===== config.mk =====
export PLATFORM = sky130hd
export DESIGN_NAME = refsel_hold_ctrl
export DESIGN_NICKNAME = d
export VERILOG_FILES = /design/src/rtl/refsel_pkg.sv /design/src/rtl/refsel_win_timer.sv /design/src/rtl/refsel_los_mon.sv /design/src/rtl/refsel_fsm.sv /design/src/rtl/refsel_hold_ctrl.sv
export SDC_FILE = /design/constraint.sdc
export NUM_CORES = 1
export LEC_CHECK = 0
export ABC_AREA = 1
export BUFFER_PORTS_ARGS = -buffer_cell sky130_fd_sc_hd__buf_4
export CORE_ASPECT_RATIO = 0.5
export CORE_MARGIN = 2
export CORE_UTILIZATION = 50
export DETAILED_ROUTE_END_ITERATION = 8
export PLACE_DENSITY = 0.8
export SLEW_MARGIN = 20
export SYNTH_ARGS = -nofsm -noshare
export SYNTH_HDL_FRONTEND = slang
export SYNTH_SLANG_ARGS = --single-unit

===== constraint.sdc =====
create_clock -name clk -period 6.1 [get_ports clk]
set_clock_uncertainty 0.15 [all_clocks]
set_input_delay 0.61 -clock clk [delete_from_list [all_inputs] [get_ports clk]]
set_output_delay 0.61 -clock clk [all_outputs]
set_load 0.005 [all_outputs]

===== src/rtl/refsel_pkg.sv =====
package refsel_pkg;

    localparam int NUM_REFS = 2;

    typedef enum logic [1:0] {
        MODE_SOFT  = 2'd0,
        MODE_PINS  = 2'd1,
        MODE_AUTO  = 2'd2,
        MODE_FORCE = 2'd3
    } sel_mode_e;

    typedef enum logic [1:0] {
        ST_HOLD   = 2'd0,
        ST_TRACK  = 2'd1,
        ST_SETTLE = 2'd2
    } ctl_state_e;

endpackage


===== src/rtl/refsel_win_timer.sv =====
module refsel_win_timer #(
    parameter int WIN_W = 8
) (
    input  logic             clk,
    input  logic             rst_n,
    input  logic [WIN_W-1:0] win_len,
    output logic             win_end
);

    logic [WIN_W-1:0] cnt_q;

    assign win_end = (cnt_q >= win_len);

    always_ff @(posedge clk or negedge rst_n) begin
        if (!rst_n) begin
            cnt_q <= '0;
        end else if (win_end) begin
            cnt_q <= '0;
        end else begin
            cnt_q <= cnt_q + 1'b1;
        end
    end

    // Each closing window starts the next one from zero.
    assert_window_restart_R2: assert property (@(posedge clk) disable iff (!rst_n)
        win_end |=> (cnt_q == '0));

endmodule


===== src/rtl/refsel_los_mon.sv =====
module refsel_los_mon #(
    parameter int GOOD_W = 3
) (
    input  logic              clk,
    input  logic              rst_n,
    input  logic              ref_level,
    input  logic              win_end,
    input  logic [GOOD_W-1:0] need_good,
    output logic              lost
);

    logic              s_meta, s_sync, s_prev;
    logic              rise;
    logic              seen_q;
    logic              hit;
    logic [GOOD_W-1:0] good_q;
    logic [GOOD_W:0]   good_inc;

    assign rise     = s_sync & ~s_prev;
    assign hit      = seen_q | rise;
    assign good_inc = {1'b0, good_q} + 1'b1;

    always_ff @(posedge clk or negedge rst_n) begin
        if (!rst_n) begin
            s_meta <= 1'b0;
            s_sync <= 1'b0;
            s_prev <= 1'b0;
        end else begin
            s_meta <= ref_level;
            s_sync <= s_meta;
            s_prev <= s_sync;
        end
    end

    always_ff @(posedge clk or negedge rst_n) begin
        if (!rst_n) begin
            seen_q <= 1'b0;
            good_q <= '0;
            lost   <= 1'b1;
        end else if (win_end) begin
            seen_q <= 1'b0;
            if (!hit) begin
                lost   <= 1'b1;
                good_q <= '0;
            end else if (lost) begin
                if (good_inc >= {1'b0, need_good}) begin
                    lost   <= 1'b0;
                    good_q <= '0;
                end else begin
                    good_q <= good_inc[GOOD_W-1:0];
                end
            end
        end else if (rise) begin
            seen_q <= 1'b1;
        end
    end

    assert_los_rise_at_window_R2: assert property (@(posedge clk) disable iff (!rst_n)
        $rose(lost) |-> $past(win_end));

    assert_los_clear_at_window_R3: assert property (@(posedge clk) disable iff (!rst_n)
        $fell(lost) |-> $past(win_end));

endmodule


===== src/rtl/refsel_fsm.sv =====
module refsel_fsm
    import refsel_pkg::*;
#(
    parameter int TUNE_W     = 16,
    parameter int SETTLE_CYC = 4
) (
    input  logic              clk,
    input  logic              rst_n,
    input  logic [1:0]        mode_raw,
    input  logic              man_sel,
    input  logic [1:0]        sel_pins,
    input  logic [NUM_REFS-1:0] lost,
    input  logic [TUNE_W-1:0] tune_live,
    output logic              active_sel,
    output logic              holdover,
    output logic [TUNE_W-1:0] held_tune
);

    localparam int CNT_W = (SETTLE_CYC < 2) ? 1 : $clog2(SETTLE_CYC);
    localparam logic [CNT_W-1:0] CNT_LAST = CNT_W'(SETTLE_CYC - 1);

    sel_mode_e   mode;
    ctl_state_e  state_q, state_n;
    logic        pend_q, pend_n;
    logic [CNT_W-1:0] cnt_q, cnt_n;
    logic        active_n, hold_n;
    logic        target;
    logic        need_hold;

    assign mode = sel_mode_e'(mode_raw);

    // Wanted input and holdover demand for the present mode.
    always_comb begin
        target    = active_sel;
        need_hold = 1'b0;
        unique case (mode)
            MODE_SOFT: begin
                target    = man_sel;
                need_hold = lost[man_sel];
            end
            MODE_PINS: begin
                target    = sel_pins[0];
                need_hold = sel_pins[1] | lost[sel_pins[0]];
            end
            MODE_AUTO: begin
                target    = lost[active_sel] ? ~active_sel : active_sel;
                need_hold = &lost;
            end
            MODE_FORCE: begin
                target    = active_sel;
                need_hold = 1'b1;
            end
        endcase
    end

    // Next-state logic.
    always_comb begin
        state_n  = state_q;
        pend_n   = pend_q;
        cnt_n    = cnt_q;
        active_n = active_sel;
        hold_n   = holdover;
        unique case (state_q)
            ST_TRACK: begin
                if (need_hold) begin
                    state_n = ST_HOLD;
                    hold_n  = 1'b1;
                end else if (target != active_sel) begin
                    state_n = ST_SETTLE;
                    pend_n  = target;
                    cnt_n   = '0;
                end
            end
            ST_SETTLE: begin
                if (need_hold) begin
                    state_n = ST_HOLD;
                    hold_n  = 1'b1;
                end else if (target != pend_q) begin
                    pend_n = target;
                    cnt_n  = '0;
                end else if (cnt_q == CNT_LAST) begin
                    state_n  = ST_TRACK;
                    active_n = pend_q;
                    hold_n   = 1'b0;
                end else begin
                    cnt_n = cnt_q + 1'b1;
                end
            end
            ST_HOLD: begin
                if (!need_hold) begin
                    state_n = ST_SETTLE;
                    pend_n  = target;
                    cnt_n   = '0;
                end
            end
            default: begin
                state_n = ST_HOLD;
                hold_n  = 1'b1;
            end
        endcase
    end

    // State register.
    always_ff @(posedge clk or negedge rst_n) begin
        if (!rst_n) begin
            state_q    <= ST_HOLD;
            pend_q     <= 1'b0;
            cnt_q      <= '0;
            active_sel <= 1'b0;
            holdover   <= 1'b1;
        end else begin
            state_q    <= state_n;
            pend_q     <= pend_n;
            cnt_q      <= cnt_n;
            active_sel <= active_n;
            holdover   <= hold_n;
        end
    end

    // Output register: tuning word passes while tracking, freezes in holdover.
    always_ff @(posedge clk or negedge rst_n) begin
        if (!rst_n) begin
            held_tune <= '0;
        end else if (!holdover) begin
            held_tune <= tune_live;
        end
    end

    assert_sel_via_settle_R10: assert property (@(posedge clk) disable iff (!rst_n)
        !$stable(active_sel) |-> ($past(state_q) == ST_SETTLE));

    assert_tune_frozen_R9: assert property (@(posedge clk) disable iff (!rst_n)
        (holdover && $past(holdover)) |-> $stable(held_tune));

    assert_force_hold_R8: assert property (@(posedge clk) disable iff (!rst_n)
        (mode == MODE_FORCE) |=> holdover);

    assert_auto_both_lost_R6: assert property (@(posedge clk) disable iff (!rst_n)
        ((mode == MODE_AUTO) && (&lost)) |=> (holdover && $stable(active_sel)));

    assert_track_not_hold_R12: assert property (@(posedge clk) disable iff (!rst_n)
        (state_q == ST_TRACK) |-> !holdover);

endmodule


===== src/rtl/refsel_hold_ctrl.sv =====
module refsel_hold_ctrl
    import refsel_pkg::*;
#(
    parameter int WIN_W      = 8,
    parameter int GOOD_W     = 3,
    parameter int DIV_W      = 12,
    parameter int TUNE_W     = 16,
    parameter int SETTLE_CYC = 4
) (
    input  logic              clk,
    input  logic              rst_n,
    input  logic [1:0]        ref_in,
    input  logic [1:0]        sel_mode,
    input  logic              man_sel,
    input  logic [1:0]        sel_pins,
    input  logic [WIN_W-1:0]  los_window,
    input  logic [GOOD_W-1:0] good_windows,
    input  logic [DIV_W-1:0]  div_word0,
    input  logic [DIV_W-1:0]  div_word1,
    input  logic [TUNE_W-1:0] tune_live,
    output logic              active_sel,
    output logic [1:0]        los_flags,
    output logic              holdover,
    output logic [TUNE_W-1:0] held_tune,
    output logic [DIV_W-1:0]  ref_div
);

    logic win_end;
    logic [DIV_W-1:0] div_tab [NUM_REFS];

    refsel_win_timer #(.WIN_W(WIN_W)) win_i (
        .clk     (clk),
        .rst_n   (rst_n),
        .win_len (los_window),
        .win_end (win_end)
    );

    for (genvar g = 0; g < NUM_REFS; g++) begin : g_mon
        refsel_los_mon #(.GOOD_W(GOOD_W)) mon_i (
            .clk       (clk),
            .rst_n     (rst_n),
            .ref_level (ref_in[g]),
            .win_end   (win_end),
            .need_good (good_windows),
            .lost      (los_flags[g])
        );
    end

    refsel_fsm #(.TUNE_W(TUNE_W), .SETTLE_CYC(SETTLE_CYC)) fsm_i (
        .clk        (clk),
        .rst_n      (rst_n),
        .mode_raw   (sel_mode),
        .man_sel    (man_sel),
        .sel_pins   (sel_pins),
        .lost       (los_flags),
        .tune_live  (tune_live),
        .active_sel (active_sel),
        .holdover   (holdover),
        .held_tune  (held_tune)
    );

    assign div_tab[0] = div_word0;
    assign div_tab[1] = div_word1;
    assign ref_div    = div_tab[active_sel];

endmodule


==> reports/qor.txt <==
DRT Wirelength - 5578 um
critical path fanouts, max - 17
DRT iter0 DRCs - 108
worst path bufs/invs - 2
critical path type - flop to primary output
design area - 0.003472 sq mm
largest cells by area after synthesis - dfrtp_1 42%, nand2_1 14%, ha_1 8.5%
power density cells - 412.6 mW/mm^2
via count - 2,302
Final setup viols - 0
Port Buf Inserts - 91
top-count cell post-synth - nand2_1
DPL Wire Length - 4501 um
Setup Fix Bufs, Post-CTS - 0
top cell type's share of synthesized area - 41.79%
Initial Util - 52.70%
GRT overflow - 0
count of final hold-check violations - 0
Arr. time, crit path - 1.53 ns
initial antenna violation count - 0
reg2reg path depth - 9
worst min-delay path category - primary input to asynchronous set/reset pin
CP Launch Type - flop
commonest cells in the netlist - 95 x nand2_1, 44 x dfrtp_1, 37 x inv_1, 18 x ha_1, 17 x nor2_1
via/cell ratio - 4.908
P&R area growth vs syn - 31.77%
Top Ports - 92
RD Place Congestion - 0.8042
area leader, netlist - dfrtp_1
Distinct cells, synth - 34
RR Startpoint - g_mon[1].mon_i.good_q[0]
period utilization - 37.62%
NumNets Final - 476
FF-to-FF End - g_mon[1].mon_i.good_q[0]
Die X - 106.7 um
share of cells above drive strength 1 - 34.09%
#FFs+latches synth - 47
drt wl/cell - 11.89 um
TritonCTS Buffers - 5
CTS tree - yes
unrepaired setup endpoints after global routing - false
vias in the first global route - 2,338
Worst-Margin Slew - 0.6166 ns
CP Cell Sequence - inv_4 -> nand2_1 -> nand2_1 -> buf_4
top_reg_cell synth - dfrtp_1
Top cell by count, worst path - nand2_1
worst IR drop on VDD - 215.3 uV
CP endpoint kind - primary output
delay of the slowest critical-path stage - 0.74 ns
Ys Warns - 0
ANT nets after route - 0
number of flops mapped to enable cells by yosys - 0
Achievable Freq - 435.8 MHz
R2R setup slack - 3.98 ns
largest net degree at the start of global routing - 48
clk sinks - 47
Row Count - 18
ANT cells - 0
GRT Util Overall - 20.49%
status - finished clean
async set-reset flop share out of synthesis - 100.0%
CP max stage cell - dfrtp_1
Vert. Die Dim - 55.34 um
drt pass-1 iters - 4
H-tree levels - 2
Leakage - 1.899 nW
Gate Count Post-Synth - 308
Pins Over Slew Limit - 0
Syn Nets - 386
global-route wire length before repair - 9818 um
area of placed instances - 0.003357 sq mm
setup TNS - 0 ns
delay-heaviest family, CP - flip-flops
Seq/Total Area, Yosys - 44.78%
DRC Markers - 0
cts-stage hold buffer count - 0
Worst-path clk slew - 0.09 ns
Final Core Density - 69.44%
Slew HR - 58.90%
Synth Cell Area - 0.002635 sq mm
CTS root buf - clkbuf_8
Skew-Pair Late Insertion Delay - 0.30 ns
Tmin final - 2.295 ns
core area - 0.005000 sq mm
syn_area_per_cell - 8.555 sq um
die area - 0.005902 sq mm
Critical Path RT - 5.34 ns
Max Cap Violations - 0
post-CTS sizing - 0
CTS Buffer Depth - 2
routing by layer:
layer	vias to the layer above	wire length [um]	global-route usage (%)
met3	13	269	4.132
met2	73	2856	38.31
li1	1159	-	-
met4	0	114	7.050
met5	-	0	0
met1	1057	2338	23.38
worst max-delay path by stage:
stage,endpoint,startpoint,cells past startpoint,slack [ns]
floorplan,g_mon[1].mon_i.good_q[0],g_mon[1].mon_i.good_q[0],9,4.18
global placement,g_mon[1].mon_i.good_q[1],los_window[3],9,3.95
detailed placement,g_mon[1].mon_i.good_q[2],los_window[7],10,3.83
CTS,ref_div[8],fsm_i.active_sel,4,3.81
global route,ref_div[8],fsm_i.active_sel,4,3.68
finish,ref_div[8],fsm_i.active_sel,4,3.81
registers in the layout, indices dropped and copies added, names as in the netlist:
| register | count |
|---|---|
| g_mon.mon_i.good_q | 6 |
| g_mon.mon_i.s_prev | 2 |
| fsm_i.pend_q | 1 |
| g_mon.mon_i.s_meta | 2 |
| fsm_i.state_q | 2 |
| fsm_i.holdover | 1 |
| fsm_i.held_tune | 16 |
| fsm_i.cnt_q | 2 |
| g_mon.mon_i.lost | 2 |
| win_i.cnt_q | 8 |
| g_mon.mon_i.seen_q | 2 |
| g_mon.mon_i.s_sync | 2 |
| fsm_i.active_sel | 1 |
power by group:
part	internal [mW]	total [mW]	leakage, nW	switching, mW
Clock	0.123	0.233	0.0548	0.109
Sequential	0.439	0.561	0.567	0.123
Combinational	0.337	0.639	1.28	0.301
Total	0.900	1.43	1.90	0.533
layout by cell type (no fill, tap or decap), types with 3 or more instances in the layout:
cell and instances:
o21ai_1 3, clkbuf_8 5, nand3_1 16, nand4_1 4
nor2_1 17, inv_1 37, dfrtp_1 44, o21ai_0 8
ha_1 18, mux2_2 16, dfstp_2 3, nand3_2 4
buf_4 91, nand2_1 95, nor3b_1 3, a21oi_1 8
nand2_2 5
area by class of cell:
type	count	area [sq um]
clock buffers	5	68.82
clock inverters	3	46.29
fillers	424	1528
inverters	40	152.6
multi-input cells	213	1254
flip-flops and latches	47	1180
well taps	70	87.58
repair buffers	91	683.2
stage by stage:
stage / worst slack (ns) / std cells / power (mW) / hold WS (ns)
final: 3.805 / 469 / 1.433 / 0.1451
after global routing: 3.681 / 469 / 1.576 / 0.1863
after CTS: 3.814 / 469 / 1.446 / 0.1668
after detailed placement: 3.833 / 461 / 1.213 / 0.1870
after global placement: 3.947 / 461 / 1.173 / 0.1861
after floorplan: 4.183 / 308 / 0.9497 / 0.1644
cell families (layout without fill, tap and decap cells):
group	Yosys count	in the layout	share of synthesized area [%]
buffers and inverters	48	139	7.645
muxes	16	16	6.838
AOI/OAI and AO/OA	24	24	5.176
xor gates and xnor gates	4	4	1.330
DFF	47	47	44.78
adders and majority gates	18	18	8.547
and+or+nand+nor	151	151	25.69
Power figures use the tool's default switching activity.
